$ cat config.mk
export PLATFORM = sky130hd
export DESIGN_NAME = wdog_window
export DESIGN_NICKNAME = d
export VERILOG_FILES = /design/src/rtl/wdog_window_pkg.sv /design/src/rtl/wdog_tick.sv /design/src/rtl/wdog_regs.sv /design/src/rtl/wdog_core.sv /design/src/rtl/wdog_window.sv
export SDC_FILE = /design/constraint.sdc
export NUM_CORES = 1
export LEC_CHECK = 0
export ABC_AREA = 1
export BUFFER_PORTS_ARGS = -buffer_cell sky130_fd_sc_hd__buf_2
export CORE_MARGIN = 8
export CORE_UTILIZATION = 35
export DETAILED_ROUTE_END_ITERATION = 16
export PLACE_DENSITY_LB_ADDON = 0.3
export SLEW_MARGIN = 10
export SYNTH_ARGS = -nofsm -noshare
export SYNTH_HDL_FRONTEND = slang
export SYNTH_SLANG_ARGS = --single-unit
$ cat constraint.sdc
create_clock -name clk -period 2.15 [get_ports clk]
set_input_delay 0.3225 -clock clk [delete_from_list [all_inputs] [get_ports clk]]
set_output_delay 0.3225 -clock clk [all_outputs]
set_load 0.1 [all_outputs]
$ cat src/rtl/wdog_window_pkg.sv
package wdog_window_pkg;

    localparam int CNT_W  = 7;
    localparam int PSC_W  = 2;
    localparam int POST_W = (1 << PSC_W) - 1;

    // byte offsets (software visible)
    localparam int OFFS_CTRL = 'h0;
    localparam int OFFS_CFG  = 'h4;
    localparam int OFFS_STAT = 'h8;

    // field positions
    localparam int CTRL_EN_BIT = CNT_W;
    localparam int CFG_PSC_LO  = CNT_W;
    localparam int CFG_EWI_BIT = CNT_W + PSC_W;
    localparam int STAT_FLAG   = 0;

    localparam logic [CNT_W-1:0] CNT_TOP    = '1;
    localparam logic [CNT_W-1:0] CNT_THRESH = CNT_W'(1 << (CNT_W - 1));

    typedef struct packed {
        logic             ewi;
        logic [PSC_W-1:0] psc;
        logic [CNT_W-1:0] win;
    } setup_t;

    typedef struct packed {
        logic             load;
        logic             arm;
        logic [CNT_W-1:0] value;
    } reload_t;

    // mask of the post-divider bits that must all be ones for a tick
    function automatic logic [POST_W-1:0] post_mask(input logic [PSC_W-1:0] sel);
        logic [POST_W-1:0] m;
        for (int i = 0; i < POST_W; i++) begin
            m[i] = (i < int'(sel));
        end
        return m;
    endfunction

endpackage

$ cat src/rtl/wdog_tick.sv
module wdog_tick
    import wdog_window_pkg::*;
#(
    parameter int BASE_DIV = 4096
) (
    input  logic             clk,
    input  logic             rst,
    input  logic [PSC_W-1:0] psc,
    output logic             tick
);

    logic base_pulse;

    generate
        if (BASE_DIV <= 1) begin : g_nodiv
            assign base_pulse = 1'b1;
        end else begin : g_div
            localparam int BW = $clog2(BASE_DIV);
            logic [BW-1:0] base_q;
            assign base_pulse = (base_q == BW'(BASE_DIV - 1));
            always_ff @(posedge clk) begin
                if (rst)             base_q <= '0;
                else if (base_pulse) base_q <= '0;
                else                 base_q <= base_q + 1'b1;
            end
        end
    endgenerate

    logic [POST_W-1:0] post_q;
    logic [POST_W-1:0] mask;

    always_comb begin
        mask = post_mask(psc);
        tick = base_pulse && ((post_q & mask) == mask);
    end

    always_ff @(posedge clk) begin
        if (rst)             post_q <= '0;
        else if (base_pulse) post_q <= post_q + 1'b1;
    end

endmodule

$ cat src/rtl/wdog_regs.sv
module wdog_regs
    import wdog_window_pkg::*;
#(
    parameter int ADDR_W = 4,
    parameter int DATA_W = 32
) (
    input  logic              clk,
    input  logic              rst,
    input  logic              bus_sel,
    input  logic              bus_wr,
    input  logic [ADDR_W-1:0] bus_addr,
    input  logic [DATA_W-1:0] bus_wdata,
    output logic [DATA_W-1:0] bus_rdata,
    input  logic [CNT_W-1:0]  cnt,
    input  logic              flag_set,
    output reload_t           reload,
    output logic              armed,
    output setup_t            setup,
    output logic              flag
);

    logic ctrl_wr, cfg_wr, stat_wr;

    always_comb begin
        ctrl_wr = bus_sel && bus_wr && (bus_addr == ADDR_W'(OFFS_CTRL));
        cfg_wr  = bus_sel && bus_wr && (bus_addr == ADDR_W'(OFFS_CFG));
        stat_wr = bus_sel && bus_wr && (bus_addr == ADDR_W'(OFFS_STAT));
        reload.load  = ctrl_wr;
        reload.arm   = bus_wdata[CTRL_EN_BIT];
        reload.value = bus_wdata[CNT_W-1:0];
    end

    always_ff @(posedge clk) begin
        if (rst) begin
            armed     <= 1'b0;
            setup.ewi <= 1'b0;
            setup.psc <= '0;
            setup.win <= CNT_TOP;
            flag      <= 1'b0;
        end else begin
            if (ctrl_wr && bus_wdata[CTRL_EN_BIT]) armed <= 1'b1;
            if (cfg_wr) begin
                if (bus_wdata[CFG_EWI_BIT]) setup.ewi <= 1'b1;
                setup.psc <= bus_wdata[CFG_PSC_LO +: PSC_W];
                setup.win <= bus_wdata[CNT_W-1:0];
            end
            if (flag_set)                              flag <= 1'b1;
            else if (stat_wr && !bus_wdata[STAT_FLAG]) flag <= 1'b0;
        end
    end

    always_comb begin
        bus_rdata = '0;
        if (bus_addr == ADDR_W'(OFFS_CTRL)) begin
            bus_rdata[CTRL_EN_BIT] = armed;
            bus_rdata[CNT_W-1:0]   = cnt;
        end else if (bus_addr == ADDR_W'(OFFS_CFG)) begin
            bus_rdata[CFG_EWI_BIT]         = setup.ewi;
            bus_rdata[CFG_PSC_LO +: PSC_W] = setup.psc;
            bus_rdata[CNT_W-1:0]           = setup.win;
        end else if (bus_addr == ADDR_W'(OFFS_STAT)) begin
            bus_rdata[STAT_FLAG] = flag;
        end
    end

    logic unused_wdata;
    assign unused_wdata = ^{bus_wdata[DATA_W-1:CFG_EWI_BIT+1]};

endmodule

$ cat src/rtl/wdog_core.sv
module wdog_core
    import wdog_window_pkg::*;
(
    input  logic             clk,
    input  logic             rst,
    input  logic             tick,
    input  logic             armed,
    input  logic [CNT_W-1:0] win,
    input  reload_t          reload,
    output logic [CNT_W-1:0] cnt,
    output logic             flag_set,
    output logic             rst_req
);

    logic arm_next, too_early, too_low, accept, timeout;
    logic [CNT_W-1:0] cnt_d;

    always_comb begin
        arm_next  = armed || (reload.load && reload.arm);
        // the window test sees the count as it was before this write
        too_early = reload.load && arm_next && (cnt > win);
        accept    = reload.load && !too_early;
        too_low   = accept && arm_next && !reload.value[CNT_W-1];
        timeout   = armed && tick && !accept && (cnt == CNT_THRESH);
        flag_set  = tick && !accept && (cnt == CNT_THRESH + 1'b1);
        if (accept)    cnt_d = reload.value;
        else if (tick) cnt_d = cnt - 1'b1;
        else           cnt_d = cnt;
    end

    always_ff @(posedge clk) begin
        if (rst) begin
            cnt     <= CNT_TOP;
            rst_req <= 1'b0;
        end else begin
            cnt     <= cnt_d;
            rst_req <= too_early || too_low || timeout;
        end
    end

endmodule

$ cat src/rtl/wdog_window.sv
module wdog_window
    import wdog_window_pkg::*;
#(
    parameter int BASE_DIV = 4096,
    parameter int ADDR_W   = 4,
    parameter int DATA_W   = 32
) (
    input  logic              clk,
    input  logic              rst,
    input  logic              bus_sel,
    input  logic              bus_wr,
    input  logic [ADDR_W-1:0] bus_addr,
    input  logic [DATA_W-1:0] bus_wdata,
    output logic [DATA_W-1:0] bus_rdata,
    output logic              rst_req,
    output logic              ewi_irq
);

    logic             tick;
    logic             armed;
    logic             flag;
    logic             flag_set;
    logic [CNT_W-1:0] cnt;
    setup_t           setup;
    reload_t          reload;

    wdog_tick #(.BASE_DIV(BASE_DIV)) u_tick (
        .clk  (clk),
        .rst  (rst),
        .psc  (setup.psc),
        .tick (tick)
    );

    wdog_regs #(.ADDR_W(ADDR_W), .DATA_W(DATA_W)) u_regs (
        .clk       (clk),
        .rst       (rst),
        .bus_sel   (bus_sel),
        .bus_wr    (bus_wr),
        .bus_addr  (bus_addr),
        .bus_wdata (bus_wdata),
        .bus_rdata (bus_rdata),
        .cnt       (cnt),
        .flag_set  (flag_set),
        .reload    (reload),
        .armed     (armed),
        .setup     (setup),
        .flag      (flag)
    );

    wdog_core u_core (
        .clk      (clk),
        .rst      (rst),
        .tick     (tick),
        .armed    (armed),
        .win      (setup.win),
        .reload   (reload),
        .cnt      (cnt),
        .flag_set (flag_set),
        .rst_req  (rst_req)
    );

    assign ewi_irq = setup.ewi && flag;

endmodule

-- After elaboration in Yosys (flattened, before gate mapping)
Index checks and enable logic that the tools add are counted.
- register bits after elaboration: 35
- input bits: 40
- word-level logic and storage cells: 62
- add/sub/neg operators: 3
- order comparisons: 4
- equal/unequal tests: 6
- multiplexer cells: 9
- bitwise gates (word level): 1
- reductions and logical operators: 30
- operators by type and width (operator ; number):
    logical AND 1 bit ; 18
    equality test 7 bit (second input constant) ; 2
    two-way mux 7 bit ; 2
    adder 12 x 1 -> 12 bit (second input constant) ; 1
    equality test 12 bit (second input constant) ; 1
    two-way mux 9 bit ; 1
    two-way mux 8 bit ; 1
    > comparator 7 bit ; 1
    subtractor 7 x 1 -> 7 bit (second input constant) ; 1
    equality test 4 x 3 -> 1 bit (second input constant) ; 1
    equality test 4 bit (second input constant) ; 1
    zero test 1 bit ; 4
    zero test 4 bit ; 1
    < comparator 1 x 2 -> 1 bit (first input constant) ; 2
    two-way mux 1 bit ; 4
    nonzero test 2 bit ; 2
    adder 3 x 1 -> 3 bit (second input constant) ; 1
    bitwise AND 3 bit ; 1
    equality test 3 bit ; 1
    logical OR 1 bit ; 3
    < comparator 2 bit (first input constant) ; 1
    two-way mux 2 bit ; 1
    AND reduction 2 bit ; 1
    OR reduction 2 bit ; 1

-- Logic depth before layout (Yosys ltp)
- depth in word-level cells: 12
- depth in mapped cells: 12
- mapped depth without buffers: 12

-- Cells and area by module
A second synthesis with hierarchy kept.
- cells, all modules: 350
- area total of the unflattened synthesis: 2457.4 um^2
- modules (own cells, without submodules) (module ; times used ; cells an instance ; area an instance (um^2) ; sequential area each (um^2)):
    wdog_regs ; 1 ; 128 ; 874.6 ; 240.2
    wdog_core ; 1 ; 118 ; 792.0 ; 160.2
    wdog_tick ; 1 ; 102 ; 783.3 ; 300.3
    wdog_window ; 1 ; 2 ; 7.5 ; 0.0

-- Least setup slack after synthesis
Ideal clock, no wire load.
- path type: input port to output port
- start point: input bus_addr[1]
- end point: output bus_rdata[4]
- arrival time: 2.904 ns
- required time: 1.827 ns
- setup slack: -1.077 ns
- stages: 5
- buffers on the path: 0
- cells stage by stage: nor2_4 > inv_2 > nor3_2 > inv_2 > o21ai_0
- word-level cells in the longest chain between the ends: 3
- elaborated cells between the ends (all ways): 4
- RTL lines (item ; line ; RTL):
    start, declared ; wdog_window.sv:12 ; input logic [ADDR_W-1:0] bus_addr,
    equality test 4 x 3 -> 1 bit ; wdog_regs.sv:57 ; end else if (bus_addr == ADDR_W'(OFFS_CFG)) begin
    two-way mux 9 bit ; wdog_regs.sv:57 ;
    two-way mux 8 bit (*) ; wdog_regs.sv:54 ; if (bus_addr == ADDR_W'(OFFS_CTRL)) begin
    end, declared ; wdog_window.sv:14 ; output logic [DATA_W-1:0] bus_rdata,
Mark *: on every way between the ends. The rest lies on a longest branch, timed or not.

-- Worst setup path after layout
- start point: input bus_addr[1]
- end point: output bus_rdata[7]
Same word-level chain as after synthesis.

==> impl_metrics.tcl <==
set metrics [dict create \
    dp_hpwl_um 3790 \
    syn_inst 286 \
    cts_resized 0 \
    clock_skew_ps 8.60 \
    syn_avg_cell_area_um2 7.39 \
    die_w_um 93.7 \
    rsz0062_at_grt "false" \
    max_cap_viol_count 0 \
    startpoint "bus_addr[1]" \
    drive_gt1_frac 0.188 \
    layout.cells.non_filler 394 \
    p_int_mw 1.01 \
    track_usage 0.115 \
    status "finished, final reports clean" \
    worst_r2r_endpoint "u_core.cnt[2]$_SDFFE_PP1P_" \
    wire_per_inst_um 12.6 \
    yosysMostFrequentCell "nand3_1" \
    ys_ff_latch 35 \
    p_comb_frac 0.226 \
    syn_area_mm2 0.00211 \
    cts_made_buffers 5 \
    pin_count 74 \
    cp-start-kind "input pin" \
    synth_edf_count 0 \
    hold_viol 0 \
    vias 1855 \
    port_buffers 29 \
    die-area_mm2 0.00878 \
    core_area_mm2 0.00589 \
    crit_end "bus_rdata[7]" \
    setup_viol_count_final 0 \
    pwr-share-seq 0.429 \
    drt_first_iter_violations 101 \
    synth_xor_area_frac 0.0331 \
    path_clk_slew_ps 70 \
    power_density_mw_per_mm2 617 \
    synth-compound-area-share 0.140 \
    tritoncts "built" \
    ys_types 40 \
    synth_top_family_by_area "simple AND/OR/NAND/NOR gates" \
    drtPass1Iterations 4 \
    yosys.area_share.adder 0.0651 \
    p_total_mw 1.54 \
    yosys.area.top_type "dfxtp_1" \
    timing.final.crit_share 0.865 \
    seq_area_frac_synth 0.331 \
    final_util 0.425 \
    clock_sinks 35 \
    ys_warn_count 0 \
    reg2reg_from "u_tick.g_div.base_q[0]$_SDFF_PP0_" \
    period_needed_ps 1860 \
    place.gp.congestion 0.850 \
    grt_max_degree 17 \
    cp.required_ps 1830 \
    ir_drop_uv 291 \
    start_util 0.359 \
    nFillCells 652 \
    root_buffer "clkbuf_8" \
    synth-main-ff-cell "dfxtp_1" \
    cts_buffer_depth 2 \
    report.final.slew_viol_count 0 \
    crit_type "in -> out" \
    grt_pass1_wl_um 8170 \
    clk_latency_ps 290 \
    postRouteAntennaNets 0 \
    switchingPower_mw 0.533 \
    holdWs_ps 268 \
    synth-simple-area-share 0.258 \
    hold_path.class "in -> reg" \
    fmax_mhz 538 \
    dpl_cell_area_mm2 0.00240 \
    grt_overflow 0 \
    placed_cells 386 \
    synth_area_leaders "dfxtp_1, nand3_1, buf_4, ha_1, inv_1" \
    postCtsSetupBuffers 0 \
    via_per_inst 4.71 \
    nets 369 \
    synthMuxAreaShare 0 \
    ys_top_cells_by_count "nand3_1, inv_1, dfxtp_1, nand2_1, buf_4" \
    synth.top_cell.area_share 0.331 \
    area_growth_pct 18.3 \
    endpoint_kind "output pin" \
    final_area_mm2 0.00250 \
    htree_num_levels 2 \
    antenna_found_initial 0 \
    drc 0 \
    reg2reg_setup_slack_ps 300 \
    holdBufCountCts 0 \
    p_sw_frac 0.345 \
    n_antenna_cell 0 \
    routed_wl_um 4980 \
    cp_max_fo 9 \
    p_leak_nw 1.19 \
    die_height_um 93.7 \
    grt_pass1_vias 1770 \
    worst_r2r_path_depth 10 \
    fp-row-count 28 \
    crit_arrival_ps 1540 \
    async_flop_share 0 \
    clkPwrFrac 0.345 \
]
critical path: stages:
cell and delay (ps):
buf_2 110, nor2_4 190, inv_2 50, nor3_2 200, inv_2 160, o22ai_1 280
buf_12 220
cell usage in the layout (no fill, tap or decap), drive strengths merged:
cell    count
nand4       1
a221oi      1
dfxtp      35
nand3      41
a211oi      1
conb       22
xnor2       1
and3        1
a21oi      21
clkinv      2
a221o       1
nor2       22
a31oi       1
ha         11
clkbuf      8
nand3b      1
xor2        7
o21ai      13
inv        44
o22ai       5
o21a        3
buf        30
o211ai      1
nor4        1
nor3b       2
o31ai       1
nand2      37
a31o        1
nor3        4
metrics by stage:
stage | TNS [ps] | setup WS, ps
after floorplan | -3310 | -445
after global placement | 0 | 290
after detailed placement | 0 | 290
after CTS | 0 | 273
after global routing | 0 | 107
final | 0 | 290
power by group through the flow:
stage | Sequential [mW] | Combinational [mW] | Clock [mW]
after floorplan | 0.677 | 0.310 | 0
after global routing | 0.664 | 0.365 | 0.574
after global placement | 0.678 | 0.346 | 0
after detailed placement | 0.678 | 0.347 | 0
after CTS | 0.663 | 0.348 | 0.549
final | 0.663 | 0.349 | 0.533
logic make-up after synthesis:
group / count (synthesis)
other: 1
adders and majority gates: 11
DFF: 35
and+or+nand+nor: 110
buffers and inverters: 72
AOI/OAI and AO/OA: 49
xor gates and xnor gates: 8
worst min path at each step:
stage,startpoint,endpoint,slack [ps],cells past startpoint
final,bus_wdata[0],u_regs.setup[0]$_SDFFE_PP1P_,270,3
after global routing,bus_wdata[4],u_regs.setup[4]$_SDFFE_PP1P_,270,3
after CTS,bus_wdata[0],u_regs.setup[0]$_SDFFE_PP1P_,260,3
after detailed placement,u_tick.g_div.base_q[0]$_SDFF_PP0_,u_tick.g_div.base_q[0]$_SDFF_PP0_,440,1
after global placement,u_tick.g_div.base_q[0]$_SDFF_PP0_,u_tick.g_div.base_q[0]$_SDFF_PP0_,430,1
after floorplan,u_tick.g_div.base_q[0]$_SDFF_PP0_,u_tick.g_div.base_q[0]$_SDFF_PP0_,420,1
flip-flops by register name, indices dropped and copies added, names as in the netlist:
| signal | cells |
|---|---|
| u_tick.g_div.base_q | 12 |
| u_regs.armed | 1 |
| u_regs.setup | 10 |
| u_regs.flag | 1 |
| u_tick.post_q | 3 |
| u_core.cnt | 7 |
| u_core.rst_req | 1 |
layout make-up:
cell class	count	area [um2]	share of cell area
Multi-Input combinational cell	200	1130	0.452
Clock buffer	8	100	0.0400
Tap cell	75	93.8	0.0375
Sequential cell	35	701	0.280
Timing Repair Buffer	30	303	0.121
Inverter	46	174	0.0695
per-layer routing:
| metal | global-route usage | share of wire |
|---|---|---|
| met3 | 0.0312 | 0.069 |
| met2 | 0.193 | 0.46 |
| met4 | 0.0423 | 0.015 |
| met1 | 0.137 | 0.45 |
| met5 | 0 | 0 |
(Power assumes the default switching activity.)
